File: src/rtl/coinc_pkg.sv
package coinc_pkg;

    typedef enum logic {
        MODE_FIRST = 1'b0,
        MODE_AVG   = 1'b1
    } mode_e;

    // Rounded fixed-point reciprocal 2^sh / n
    function automatic logic [63:0] recip_const(input int sh, input int n);
        logic [63:0] one_sh;
        one_sh = 64'd1 << sh;
        return (one_sh + 64'(n / 2)) / 64'(n);
    endfunction

endpackage

File: src/rtl/coinc_win_timer.sv
module coinc_win_timer #(
    parameter int WIN_W = 8
) (
    input  logic             clk,
    input  logic             rst_n,
    input  logic             start,
    input  logic [WIN_W-1:0] win_len,
    output logic             open,
    output logic [WIN_W-1:0] cnt,
    output logic             close
);
    localparam logic [WIN_W-1:0] MIN_LEN = WIN_W'(2);

    typedef struct packed {
        logic             open;
        logic [WIN_W-1:0] cnt;
    } tmr_t;

    tmr_t             tmr_d, tmr_q;
    logic [WIN_W-1:0] eff_len;

    always_comb begin
        eff_len = (win_len < MIN_LEN) ? MIN_LEN : win_len;
        close   = tmr_q.open && (tmr_q.cnt >= eff_len);
        tmr_d   = tmr_q;
        if (start) begin
            tmr_d.open = 1'b1;
            tmr_d.cnt  = WIN_W'(1);
        end else if (close) begin
            tmr_d.open = 1'b0;
        end else if (tmr_q.open) begin
            tmr_d.cnt = tmr_q.cnt + WIN_W'(1);
        end
    end

    always_ff @(posedge clk) begin
        if (!rst_n) begin
            tmr_q <= '0;
        end else begin
            tmr_q <= tmr_d;
        end
    end

    assign open = tmr_q.open;
    assign cnt  = tmr_q.cnt;

endmodule

File: src/rtl/coinc_recip_mul.sv
module coinc_recip_mul #(
    parameter int SUM_W = 21,
    parameter int HIT_W = 5,
    parameter int MAXN  = 16,
    parameter int OUT_W = 16
) (
    input  logic [SUM_W-1:0] sum,
    input  logic [HIT_W-1:0] n,
    output logic [OUT_W-1:0] mean
);
    localparam int SH = SUM_W + 1;
    localparam int RW = SH + 1;
    localparam int PW = SUM_W + RW;

    logic [RW-1:0] recip_tbl [MAXN+1];
    logic [RW-1:0] recip_sel;
    logic [PW-1:0] prod;

    for (genvar g = 0; g <= MAXN; g++) begin : g_tbl
        if (g == 0) begin : g_zero
            assign recip_tbl[g] = '0;
        end else begin : g_val
            assign recip_tbl[g] = RW'(coinc_pkg::recip_const(SH, g));
        end
    end

    always_comb begin
        recip_sel = (n > HIT_W'(MAXN)) ? '0 : recip_tbl[n];
        prod      = PW'(sum) * PW'(recip_sel) + (PW'(1) << (SH - 1));
        mean      = prod[SH +: OUT_W];
    end

endmodule

File: src/rtl/coinc_time_avg.sv
module coinc_time_avg #(
    parameter int TIME_W = 16,
    parameter int STAVES = 16,
    parameter int WIN_W  = 8
) (
    input  logic                       clk,
    input  logic                       rst_n,
    input  logic                       avg_mode,
    input  logic [WIN_W-1:0]           win_len,
    input  logic                       in_valid,
    input  logic [TIME_W-1:0]          in_time,
    input  logic [$clog2(STAVES)-1:0]  in_stave,
    output logic                       out_valid,
    output logic [TIME_W-1:0]          out_time,
    output logic [$clog2(STAVES+1)-1:0] out_hits
);
    import coinc_pkg::*;

    localparam int HIT_W = $clog2(STAVES + 1);
    localparam int SUM_W = TIME_W + HIT_W;

    typedef struct packed {
        logic [STAVES-1:0] seen;
        logic [SUM_W-1:0]  sum;
        logic [HIT_W-1:0]  n;
        logic              ev_avg;
        logic              pend;
        logic [TIME_W-1:0] pend_t;
        logic              ov;
        logic [TIME_W-1:0] ot;
        logic [HIT_W-1:0]  oh;
    } ev_t;

    ev_t               ev_d, ev_q;
    logic              win_open, win_close, accept, grp, new_avg;
    logic [WIN_W-1:0]  win_cnt;
    logic [TIME_W-1:0] mean;

    coinc_win_timer #(.WIN_W(WIN_W)) u_timer (
        .clk     (clk),
        .rst_n   (rst_n),
        .start   (accept),
        .win_len (win_len),
        .open    (win_open),
        .cnt     (win_cnt),
        .close   (win_close)
    );

    coinc_recip_mul #(
        .SUM_W (SUM_W),
        .HIT_W (HIT_W),
        .MAXN  (STAVES),
        .OUT_W (TIME_W)
    ) u_scale (
        .sum  (ev_q.sum),
        .n    (ev_q.n),
        .mean (mean)
    );

    always_comb begin
        new_avg = (mode_e'(avg_mode) == MODE_AVG);
        accept  = in_valid && (!win_open || win_close);
        grp     = in_valid && win_open && !win_close && !ev_q.seen[in_stave];

        ev_d      = ev_q;
        ev_d.ov   = 1'b0;
        ev_d.pend = 1'b0;

        // output arbitration: averaged close, then delayed forward, then direct forward
        if (win_close && ev_q.ev_avg) begin
            ev_d.ov = 1'b1;
            ev_d.ot = mean;
            ev_d.oh = ev_q.n;
            if (accept && !new_avg) begin
                ev_d.pend   = 1'b1;
                ev_d.pend_t = in_time;
            end
        end else if (ev_q.pend) begin
            ev_d.ov = 1'b1;
            ev_d.ot = ev_q.pend_t;
            ev_d.oh = HIT_W'(1);
        end else if (accept && !new_avg) begin
            ev_d.ov = 1'b1;
            ev_d.ot = in_time;
            ev_d.oh = HIT_W'(1);
        end

        // event accumulation
        if (accept) begin
            ev_d.seen           = '0;
            ev_d.seen[in_stave] = 1'b1;
            ev_d.sum            = SUM_W'(in_time);
            ev_d.n              = HIT_W'(1);
            ev_d.ev_avg         = new_avg;
        end else if (grp) begin
            ev_d.seen[in_stave] = 1'b1;
            ev_d.sum            = ev_q.sum + SUM_W'(in_time);
            ev_d.n              = ev_q.n + HIT_W'(1);
        end
    end

    always_ff @(posedge clk) begin
        if (!rst_n) begin
            ev_q <= '0;
        end else begin
            ev_q <= ev_d;
        end
    end

    assign out_valid = ev_q.ov;
    assign out_time  = ev_q.ot;
    assign out_hits  = ev_q.oh;

    logic [STAVES-1:0] seen_mask;
    logic [HIT_W-1:0]  hit_cnt;
    logic              ev_avg_q;
    logic              pend_q;
    assign seen_mask = ev_q.seen;
    assign hit_cnt   = ev_q.n;
    assign ev_avg_q  = ev_q.ev_avg;
    assign pend_q    = ev_q.pend;

endmodule

File: config.mk
export PLATFORM = sky130hd
export DESIGN_NAME = coinc_time_avg
export DESIGN_NICKNAME = d
export VERILOG_FILES = /design/src/rtl/coinc_pkg.sv /design/src/rtl/coinc_win_timer.sv /design/src/rtl/coinc_recip_mul.sv /design/src/rtl/coinc_time_avg.sv
export SDC_FILE = /design/constraint.sdc
export NUM_CORES = 1
export LEC_CHECK = 0
export ABC_AREA = 1
export ABC_CLOCK_PERIOD_IN_PS = 12550
export BUFFER_PORTS_ARGS = -buffer_cell sky130_fd_sc_hd__buf_2
export CAP_MARGIN = 20
export CORE_UTILIZATION = 65
export DETAILED_ROUTE_END_ITERATION = 16
export PLACE_DENSITY = 0.83
export SLEW_MARGIN = 20
export SYNTH_ARGS = -nofsm -noshare
export SYNTH_HDL_FRONTEND = slang
export SYNTH_SLANG_ARGS = --single-unit
File: constraint.sdc
create_clock -name clk -period 12.55 [get_ports clk]
set_input_delay 2.51 -clock clk [delete_from_list [all_inputs] [get_ports clk]]
set_output_delay 2.51 -clock clk [all_outputs]
set_load 0.05 [all_outputs]
* Word-level counts from Yosys, hierarchy flattened
Memories as Yosys holds them, arrays and structs flattened.
Cells that the tools add are included.
** Operators by class
- Equality and inequality tests :: 1
- Order comparisons :: 6
- $add $sub $neg :: 4
- Bitwise operators :: 4
- Multiply operators :: 1
- Mux-type cells :: 18
- Reductions and logical operators :: 22
** Operators with widths (count)
- 42-bit two-way mux :: 2
- 23-bit two-way mux :: 3
- 22-bit two-way mux :: 3
- 38-bit by 22-bit adder with 38-bit output, second input constant :: 1
- 21-bit by 23-bit multiplier with 38-bit output :: 1
- 8-bit two-way mux :: 3
- 21-bit by 16-bit adder with 21-bit output :: 1
- 17-bit two-way mux :: 1
- 16-bit bitwise OR :: 1
- 9-bit two-way mux :: 1
- 8-bit by 1-bit adder with 8-bit output, second input constant :: 1
- 8-bit >= comparator :: 1
- 1-bit logical AND :: 8
- 8-bit by 2-bit < comparator with 1-bit output, second input constant :: 1
- 2-bit AND reduction :: 4
- 6-bit >= comparator, second input constant :: 1
- 5-bit NOT with 6-bit output :: 1
- 2-bit nonzero test :: 3
- 5-bit by 1-bit adder with 5-bit output, second input constant :: 1
- 5-bit greater-than comparator, second input constant :: 1
- 4-bit by 5-bit < comparator with 1-bit output, second input constant :: 1
- 1-bit binary-select mux with 4-bit select :: 1
- 1-bit demux with 4-bit select :: 1
- 4-bit by 1-bit >= comparator with 1-bit output, second input constant :: 1
- other kinds (7) :: 13
** Word-level totals
- Memories :: 1
- Bits of input ports :: 32
- Output and inout bits :: 22
- Flip-flop bits (word level) :: 91
- Word-level logic and storage cells :: 71
- ROM bits :: 736
** Memories
- (no name shown) :: words 32, width 23, read ports 1, clocked after Yosys merged registers in 0, write ports 0, RTL line coinc_recip_mul.sv:28 : recip_sel = (n > HIT_W'(MAXN)) ? '0 : recip_tbl[n];

* Longest topological paths before layout
Gate-level depths: netlist of the first run.
- Depth in word-level cells :: 10
- Depth in mapped cells :: 40
- Mapped depth without buffers :: 40

* Cells and area by module
Synthesis of the first run repeated with hierarchy kept, for this count alone.
** Unflattened totals
- Cells, all modules :: 2876
- Area total of the unflattened synthesis :: 21025.2 um^2
** Modules (own cells, without submodules)
- coinc_recip_mul :: times used 1, cells each 1966, area an instance 15328.5 um^2
- coinc_time_avg :: times used 1, cells each 805, area an instance 4969.8 um^2
- coinc_win_timer :: times used 1, cells each 105, area an instance 726.9 um^2

* Worst setup path before layout of the first run
OpenSTA, ideal clock, no wires.
- Path kind :: reg2reg
- From :: register ev_q (netlist bit hit_cnt[0])
- To :: register ev_q (netlist bit out_time[10])
- Cell stages (with the launch flop) :: 33
- Path slack :: 5686 ps
- Arrival :: 6746 ps
- Clock period less this slack :: 6864 ps
- Setup time :: 118 ps
- Cell sequence :: dfxtp_1 inv_1 ha_1 o2111ai_1 nand2_1 inv_1 clkbuf_1 nor2_1 fa_1 fa_1 inv_1 fa_1 inv_1 fa_1 inv_1 fa_1 inv_1 fa_1 inv_1 fa_1 inv_1 ha_1 a21o_1 a21oi_1 nand2_1 a21oi_1 nand2_2 nand2_1 nand2_2 a21oi_1 nor2_1 nor2_1 nor2_1
** Between the ends
- Word-level cells in the longest chain between the ends :: 8
- Elaborated cells between the ends (all ways) :: 9
- Classes of those cells :: add/sub (1); mul (1); order compare (1); mux (4); bitwise (1); memory (1)
** Ends and longest elaborated chain
- from (decl) :: RTL line coinc_time_avg.sv:34 : ev_t ev_d, ev_q;
- from (signal assigned) :: RTL line coinc_time_avg.sv:106 : ev_q <= ev_d;
- 5-bit NOT with 6-bit output (not written as such) :: RTL line coinc_recip_mul.sv:28
- memory read 32 x 23 bit
- 23-bit two-way mux (not written as such) (2 in a row) :: RTL line coinc_recip_mul.sv:28
- 23-bit two-way mux * :: RTL line coinc_recip_mul.sv:28
- 21-bit by 23-bit multiplier with 38-bit output * :: RTL line coinc_recip_mul.sv:29 : prod = PW'(sum) * PW'(recip_sel) + (PW'(1) << (SH - 1));
- 38-bit by 22-bit adder with 38-bit output * :: RTL line coinc_recip_mul.sv:29
- 22-bit two-way mux * :: RTL line coinc_time_avg.sv:70 : if (win_close && ev_q.ev_avg) begin
Mark *: on every way between the ends. The rest lies on a longest branch, timed or not. The select of a mux whose other input is x is not followed.
A chain may end at the register's enable or synchronous reset.

* Worst setup path in the final report of the first run
- From :: register ev_q (netlist bit hit_cnt[0])
- To :: register ev_q (netlist bit out_time[0])
Same word-level chain as after synthesis.

==> results.json, run 1 <==
{
  "grt_pass1_vias": 18900,
  "setup.worst_path.end_class": "register",
  "synth.top_cells.by_count": "inv_1, nand2_1, fa_1",
  "die_area_um2": 32200,
  "drtIter0Drc": 1875,
  "top_layer": "met4",
  "drc": 0,
  "routabilityCongestion": 1.05,
  "cts_setup_buffers": 0,
  "cp_max_fo": 12,
  "cp-startpoint": "hit_cnt[0]",
  "htreeDepth": 3,
  "fin_cells": 3076,
  "syn-instance-count": 2711,
  "dpl.cell_count": 3060,
  "async_flop_share": 0,
  "cpPeakStageDelay_ns": 0.56,
  "min_period_over_period": 0.729,
  "hp-class": "reg -> reg",
  "ctsResizeCount": 0,
  "clock-sinks": 91,
  "crit_arrival_ns": 9.45,
  "cts_root_buffer": "clkbuf_16",
  "finalCriticalPeriod_ns": 9.15,
  "ir_drop_uv": 133,
  "setup_violations": 0,
  "die_height_um": 179,
  "rsz0062_at_grt": "no",
  "r2r_slack_ns": 3.40,
  "ios": 54,
  "crit_slowest_cell": "inv_1",
  "vias": 18100,
  "vias_per_cell": 5.88,
  "start_kind": "register",
  "clk_pin_slew_ns": 0.07,
  "p_per_area_nw_per_um2": 43.6,
  "synthTopCellsByArea": "fa_1, inv_1, ha_1",
  "wirelength_um": 64100,
  "critPathRequiredTime_ns": 12.84,
  "synth_cell_types": 59,
  "diodes": 0,
  "synth_top_area_frac": 0.375,
  "hpwl_um": 52700,
  "io_buffers": 53,
  "crit_path_end": "out_time[0]",
  "r2r_start": "hit_cnt[0]",
  "ys_ff_latch": 91,
  "clock_skew_ns": 0.0132,
  "synth_warnings": 0,
  "wl_met2_um": 29100,
  "start_util": 0.664,
  "clock.fmax_mhz": 109,
  "ctsLongestPathBuffers": 2,
  "grt.overflow.total": 0,
  "report.final.slew_viol_count": 0,
  "drive_above_1_share": 0.0481,
  "fin_setup_tns_ns": 0,
  "syn2layout_area_growth_pct": 3.13,
  "rows": 64,
  "syn-num-nets": 3296,
  "status": "completed",
  "num-nets-final": 3260,
  "whs_path_depth": 2,
  "fin_util": 0.685,
  "cts_made_buffers": 9,
  "synth.avg_cell_area_um2": 7.55,
  "synth_edf_count": 0,
  "dr_wl_met3_um": 6690,
  "core-area_um2": 30800,
  "wl_met1_um": 23300,
  "grt_pass1_wl_um": 102000,
  "postCtsHoldBufs": 0,
  "die_w_um": 179,
  "synth_most_common_cell": "inv_1",
  "yosysSeqAreaShare": 0.0890,
  "r2r-end": "out_time[0]",
  "critPathKind": "reg -> reg",
  "slew_headroom": 0.262,
  "ff2ff_path_depth": 34,
  "crit_top_cell": "inv_1",
  "power_leakage_nw": 11.0,
  "synth_top_cell_by_area": "fa_1",
  "netlist_area_um2": 20500,
  "tightest_slew_ns": 1.10,
  "grt_max_degree": 53,
  "first_pass_iters": 6,
  "grt_antenna_before_repair": 0,
  "finalHoldViolations": 0,
  "tritoncts": "done",
  "clk_latency_ns": 0.36,
  "grt_usage": 0.413,
  "synthFlopType": "dfxtp_1",
  "drv_cap": 0,
  "postRouteAntennaNets": 0,
  "route.detailed.wl_per_inst_um": 20.8
}
[area by class of cell]
class                           instances  area, µm²
Clock inverter                          6       93.8
Fill cell                            2613       9710
Sequential cell                        91       1820
Multi-Input combinational cell       1865      15700
Inverter                              640       2410
Clock buffer                           10        239
Tap cell                              396        495
Timing Repair Buffer                   68        378
[layer usage]
layer  vias up  global-route usage
met3       289              0.0867
met2      1121               0.657
met4         0               0.284
met5         -                   0
met1      8695               0.508
li1       7975                   -
[state kept, by name (all words and copies together), names as in the netlist]
signal / count
out_time: 16
out_hits: 5
hit_cnt: 5
ev_avg_q: 1
u_timer.open: 1
seen_mask: 16
out_valid: 1
u_timer.cnt: 8
ev_q: 37
pend_q: 1
[through the flow]
step | setup WS (ns) | cell area, µm² | total power [mW] | hold WS [ns]
finish | 3.40 | 21100 | 0.920 | 0.460
global route | 3.05 | 21100 | 0.957 | 0.480
CTS | 3.68 | 21100 | 0.914 | 0.458
detailed placement | 3.68 | 20800 | 0.609 | 0.445
global placement | 3.69 | 20800 | 0.604 | 0.434
floorplan | 5.69 | 20500 | 0.517 | 0.425
[how the worst min path moves through the flow]
stage | from | to | slack [ns]
6_report | seen_mask[2] | seen_mask[2] | 0.46
3_5_place_dp | seen_mask[2] | seen_mask[2] | 0.45
5_1_grt | ev_q[29] | ev_q[29] | 0.48
2_1_floorplan | ev_q[29] | ev_q[29] | 0.42
3_3_place_gp | ev_q[29] | ev_q[29] | 0.43
4_1_cts | seen_mask[2] | seen_mask[2] | 0.46
[power breakdown]
| part | internal, mW | switching [mW] |
|---|---|---|
| clock network | 0.182 | 0.125 |
| logic | 0.0833 | 0.204 |
| registers | 0.300 | 0.0264 |
| total | 0.565 | 0.356 |
[cells by family (layout without fill, tap and decap cells)]
logic type | Yosys count | after routing | synth area share
buffers and inverters | 755 | 724 | 0.145
adders and majority gates | 553 | 553 | 0.479
DFF | 91 | 91 | 0.0890
AOI/OAI and AO/OA | 240 | 240 | 0.0650
xor gates and xnor gates | 28 | 28 | 0.0120
and+or+nand+nor | 1044 | 1044 | 0.210
[worst max-delay path, delay by kind of cell (launching register included)]
kind,cells,cell delay (ns)
buffers and inverters,11,2.15
AND/OR/NAND/NOR,11,1.31
flip-flops,1,0.50
adder cells (fa/ha/maj),9,4.28
AO/OA/AOI/OAI,3,0.82
[cell usage in the layout (no fill, tap or decap), types with 8 or more instances in the layout]
| cell type | count |
|---|---|
| inv_1 | 624 |
| nand2_1 | 523 |
| fa_1 | 384 |
| nor2_1 | 354 |
| ha_1 | 169 |
| a21oi_1 | 96 |
| nand3_1 | 92 |
| dfxtp_1 | 91 |
| o21ai_0 | 86 |
| buf_2 | 53 |
| xor2_1 | 20 |
| nor3_1 | 18 |
| nand4_1 | 15 |
| buf_4 | 15 |
| inv_2 | 10 |
| a31oi_1 | 10 |
| clkbuf_16 | 9 |
| a21o_1 | 8 |
| xnor2_1 | 8 |
No activity file was read; power rests on OpenSTA's default activity.
==> run 2: changes to the inputs <==
--- a/config.mk
+++ b/config.mk
@@ -5,13 +5,13 @@
 export SDC_FILE = /design/constraint.sdc
 export NUM_CORES = 1
 export LEC_CHECK = 0
-export ABC_AREA = 1
-export ABC_CLOCK_PERIOD_IN_PS = 12550
+export ABC_AREA = 0
+export ABC_CLOCK_PERIOD_IN_PS = 8000
 export BUFFER_PORTS_ARGS = -buffer_cell sky130_fd_sc_hd__buf_2
 export CAP_MARGIN = 20
-export CORE_UTILIZATION = 65
+export CORE_UTILIZATION = 60
 export DETAILED_ROUTE_END_ITERATION = 16
-export PLACE_DENSITY = 0.83
+export PLACE_DENSITY = 0.8
 export SLEW_MARGIN = 20
 export SYNTH_ARGS = -nofsm -noshare
 export SYNTH_HDL_FRONTEND = slang
==> constraint.sdc (replaced) <==
create_clock -name clk -period 8 [get_ports clk]
set_input_delay 1.6 -clock clk [delete_from_list [all_inputs] [get_ports clk]]
set_output_delay 1.6 -clock clk [all_outputs]
set_load 0.05 [all_outputs]
==> results.json, run 2 <==
{
  "tritoncts": "done",
  "crit_top_cell": "inv_1",
  "synth_most_common_cell": "inv_1",
  "r2r-end": "out_time[8]",
  "first_pass_iters": 5,
  "clock.fmax_mhz": 130,
  "fin_setup_tns_ns": 0,
  "yosysSeqAreaShare": 0.0917,
  "report.final.slew_viol_count": 0,
  "p_per_area_nw_per_um2": 62.9,
  "clk_pin_slew_ns": 0.08,
  "wirelength_um": 54700,
  "crit_slowest_cell": "fa_1",
  "ctsLongestPathBuffers": 2,
  "finalCriticalPeriod_ns": 7.70,
  "cts_root_buffer": "clkbuf_16",
  "ys_ff_latch": 91,
  "grt_antenna_before_repair": 0,
  "finalHoldViolations": 0,
  "final_common_cell": "inv_1",
  "setup.worst_path.end_class": "register",
  "cpPeakStageDelay_ns": 0.53,
  "grt_pass1_vias": 17000,
  "multi_input_area_um2": 15700,
  "synth_warnings": 0,
  "die_w_um": 184,
  "grt_max_degree": 39,
  "io_buffers": 53,
  "power_leakage_nw": 10.9,
  "hp-class": "reg -> reg",
  "p_total_mw": 1.32,
  "postRouteAntennaNets": 0,
  "ios": 54,
  "setup_violations": 0,
  "die_height_um": 184,
  "critPathRequiredTime_ns": 8.25,
  "synth_edf_count": 0,
  "synth_top_cell_by_area": "fa_1",
  "cp_max_fo": 14,
  "dpl.cell_count": 2711,
  "syn-num-nets": 2866,
  "syn-instance-count": 2281,
  "netlist_area_um2": 19900,
  "hpwl_um": 44600,
  "status": "completed",
  "core-area_um2": 32500,
  "fin_cells": 2727,
  "holdWs_ns": 0.460,
  "hp-start": "seen_mask[15]",
  "crit_arrival_ns": 7.95,
  "synthFlopType": "dfxtp_1",
  "synth_cell_types": 71,
  "top_register": "ev_q",
  "vias_per_cell": 5.83,
  "largest_reg_flops": 37,
  "htreeDepth": 3,
  "critPathKind": "reg -> reg",
  "diodes": 0,
  "seqCellArea_um2": 1820,
  "clk_latency_ns": 0.35,
  "ir_drop_uv": 158,
  "cts_made_buffers": 9,
  "clock_skew_ns": 0.0103,
  "drv_cap": 0,
  "r2r_start": "hit_cnt[1]",
  "drc": 0,
  "syn2layout_area_growth_pct": 5.99,
  "whs_path_depth": 2,
  "r2r_slack_ns": 0.30,
  "fin_util": 0.647,
  "grt_pass1_wl_um": 88300,
  "start_kind": "register",
  "routabilityCongestion": 0.970,
  "final_cell_mix": "inv_1, fa_1, nand2_1",
  "async_flop_share": 0,
  "drtIter0Drc": 1381,
  "grt.overflow.total": 0,
  "min_period_over_period": 0.962,
  "synth.avg_cell_area_um2": 8.71,
  "grt_usage": 0.344,
  "ff2ff_path_depth": 29,
  "route.detailed.wl_per_inst_um": 20.1,
  "clock-sinks": 91,
  "num-nets-final": 2865,
  "die_area_um2": 33900,
  "slew_headroom": 0.320,
  "drive_above_1_share": 0.0792,
  "rows": 66,
  "synth_top_area_frac": 0.387,
  "synth.top_cells.by_count": "inv_1, fa_1, nand2_1",
  "vias": 15900,
  "tightest_slew_ns": 1.02,
  "synthTopCellsByArea": "fa_1, ha_1, inv_1",
  "start_util": 0.611,
  "hold_end": "seen_mask[15]",
  "nFillCells": 2676
}
## run 2: changes by cell type after synthesis, sizes merged, moves of 16 or more
cell / previous run / this run
and2: 1 / 195
buf: 45 / 25
nand2b: 0 / 16
a22oi: 3 / 21
nand2: 533 / 301
nor2: 362 / 59
nand3: 94 / 9
a21oi: 97 / 80
inv: 636 / 494
o21ai: 93 / 42
clkbuf: 70 / 113
## run 2: what timing repair did
action,4_1_cts,5_1_grt
setup endpoints to repair,0,15
gates resized for setup,0,17
hold buffers,0,0
setup buffers,0,0
## run 2: how the worst max path moves through the flow
stage	start	depth (start not counted)	slack (ns)	endpoint
after detailed placement	hit_cnt[1]	24	0.20	out_time[2]
after global placement	hit_cnt[1]	26	0.33	out_time[14]
after global routing	hit_cnt[1]	31	-0.03	out_time[14]
after floorplan	hit_cnt[0]	30	0.52	out_time[12]
after CTS	hit_cnt[1]	24	0.14	out_time[2]
final	hit_cnt[1]	29	0.30	out_time[8]
## run 2: where the power goes
group          internal, mW  total [mW]  leakage [nW]  switching (mW)
Clock                 0.220       0.429         0.147           0.209
Combinational         0.137       0.378          9.98           0.241
Sequential            0.469       0.517         0.741          0.0485
Total                 0.826        1.32          10.9           0.499
## run 2: through the flow
stage / cell area (µm²) / setup WS, ns
after floorplan: 19900 / 0.519
after global routing: 21100 / -0.0328
final: 21100 / 0.305
after detailed placement: 20700 / 0.199
after global placement: 20700 / 0.327
after CTS: 21000 / 0.141
## run 2: cell families (layout without fill, tap and decap cells)
kind of cell | after synthesis | in the layout | share of synthesized area
simple gates | 664 | 664 | 0.164
buf+inv | 632 | 636 | 0.124
fa+ha+maj | 553 | 553 | 0.493
compound gates | 271 | 271 | 0.0908
flops | 91 | 91 | 0.0917
xor+xnor | 46 | 46 | 0.0217
mux | 24 | 24 | 0.0155
## run 2: area by class of cell
| class | instances | area share |
|---|---|---|
| inverters | 494 | 0.0880 |
| multi-input cells | 1558 | 0.745 |
| clock buffers | 9 | 0.0107 |
| repair buffers | 126 | 0.0406 |
| flip-flops and latches | 91 | 0.0866 |
| well taps | 442 | 0.0263 |
| clock inverters | 7 | 0.00333 |
## run 2: routing by layer
layer / part of all wire / global-route usage
met2: 0.48 / 0.587
met4: 0.057 / 0.172
met3: 0.078 / 0.0539
met1: 0.38 / 0.423
met5: 0 / 0
## run 2: worst max-delay path, delay by kind of cell, from the launching register on
| family | cells | cell delay [ns] |
|---|---|---|
| adder cells (fa/ha/maj) | 9 | 4.12 |
| AO/OA/AOI/OAI | 7 | 1.76 |
| buffers and inverters | 9 | 0.69 |
| flip-flops | 1 | 0.42 |
| AND/OR/NAND/NOR | 3 | 0.40 |
| XOR/XNOR | 1 | 0.18 |
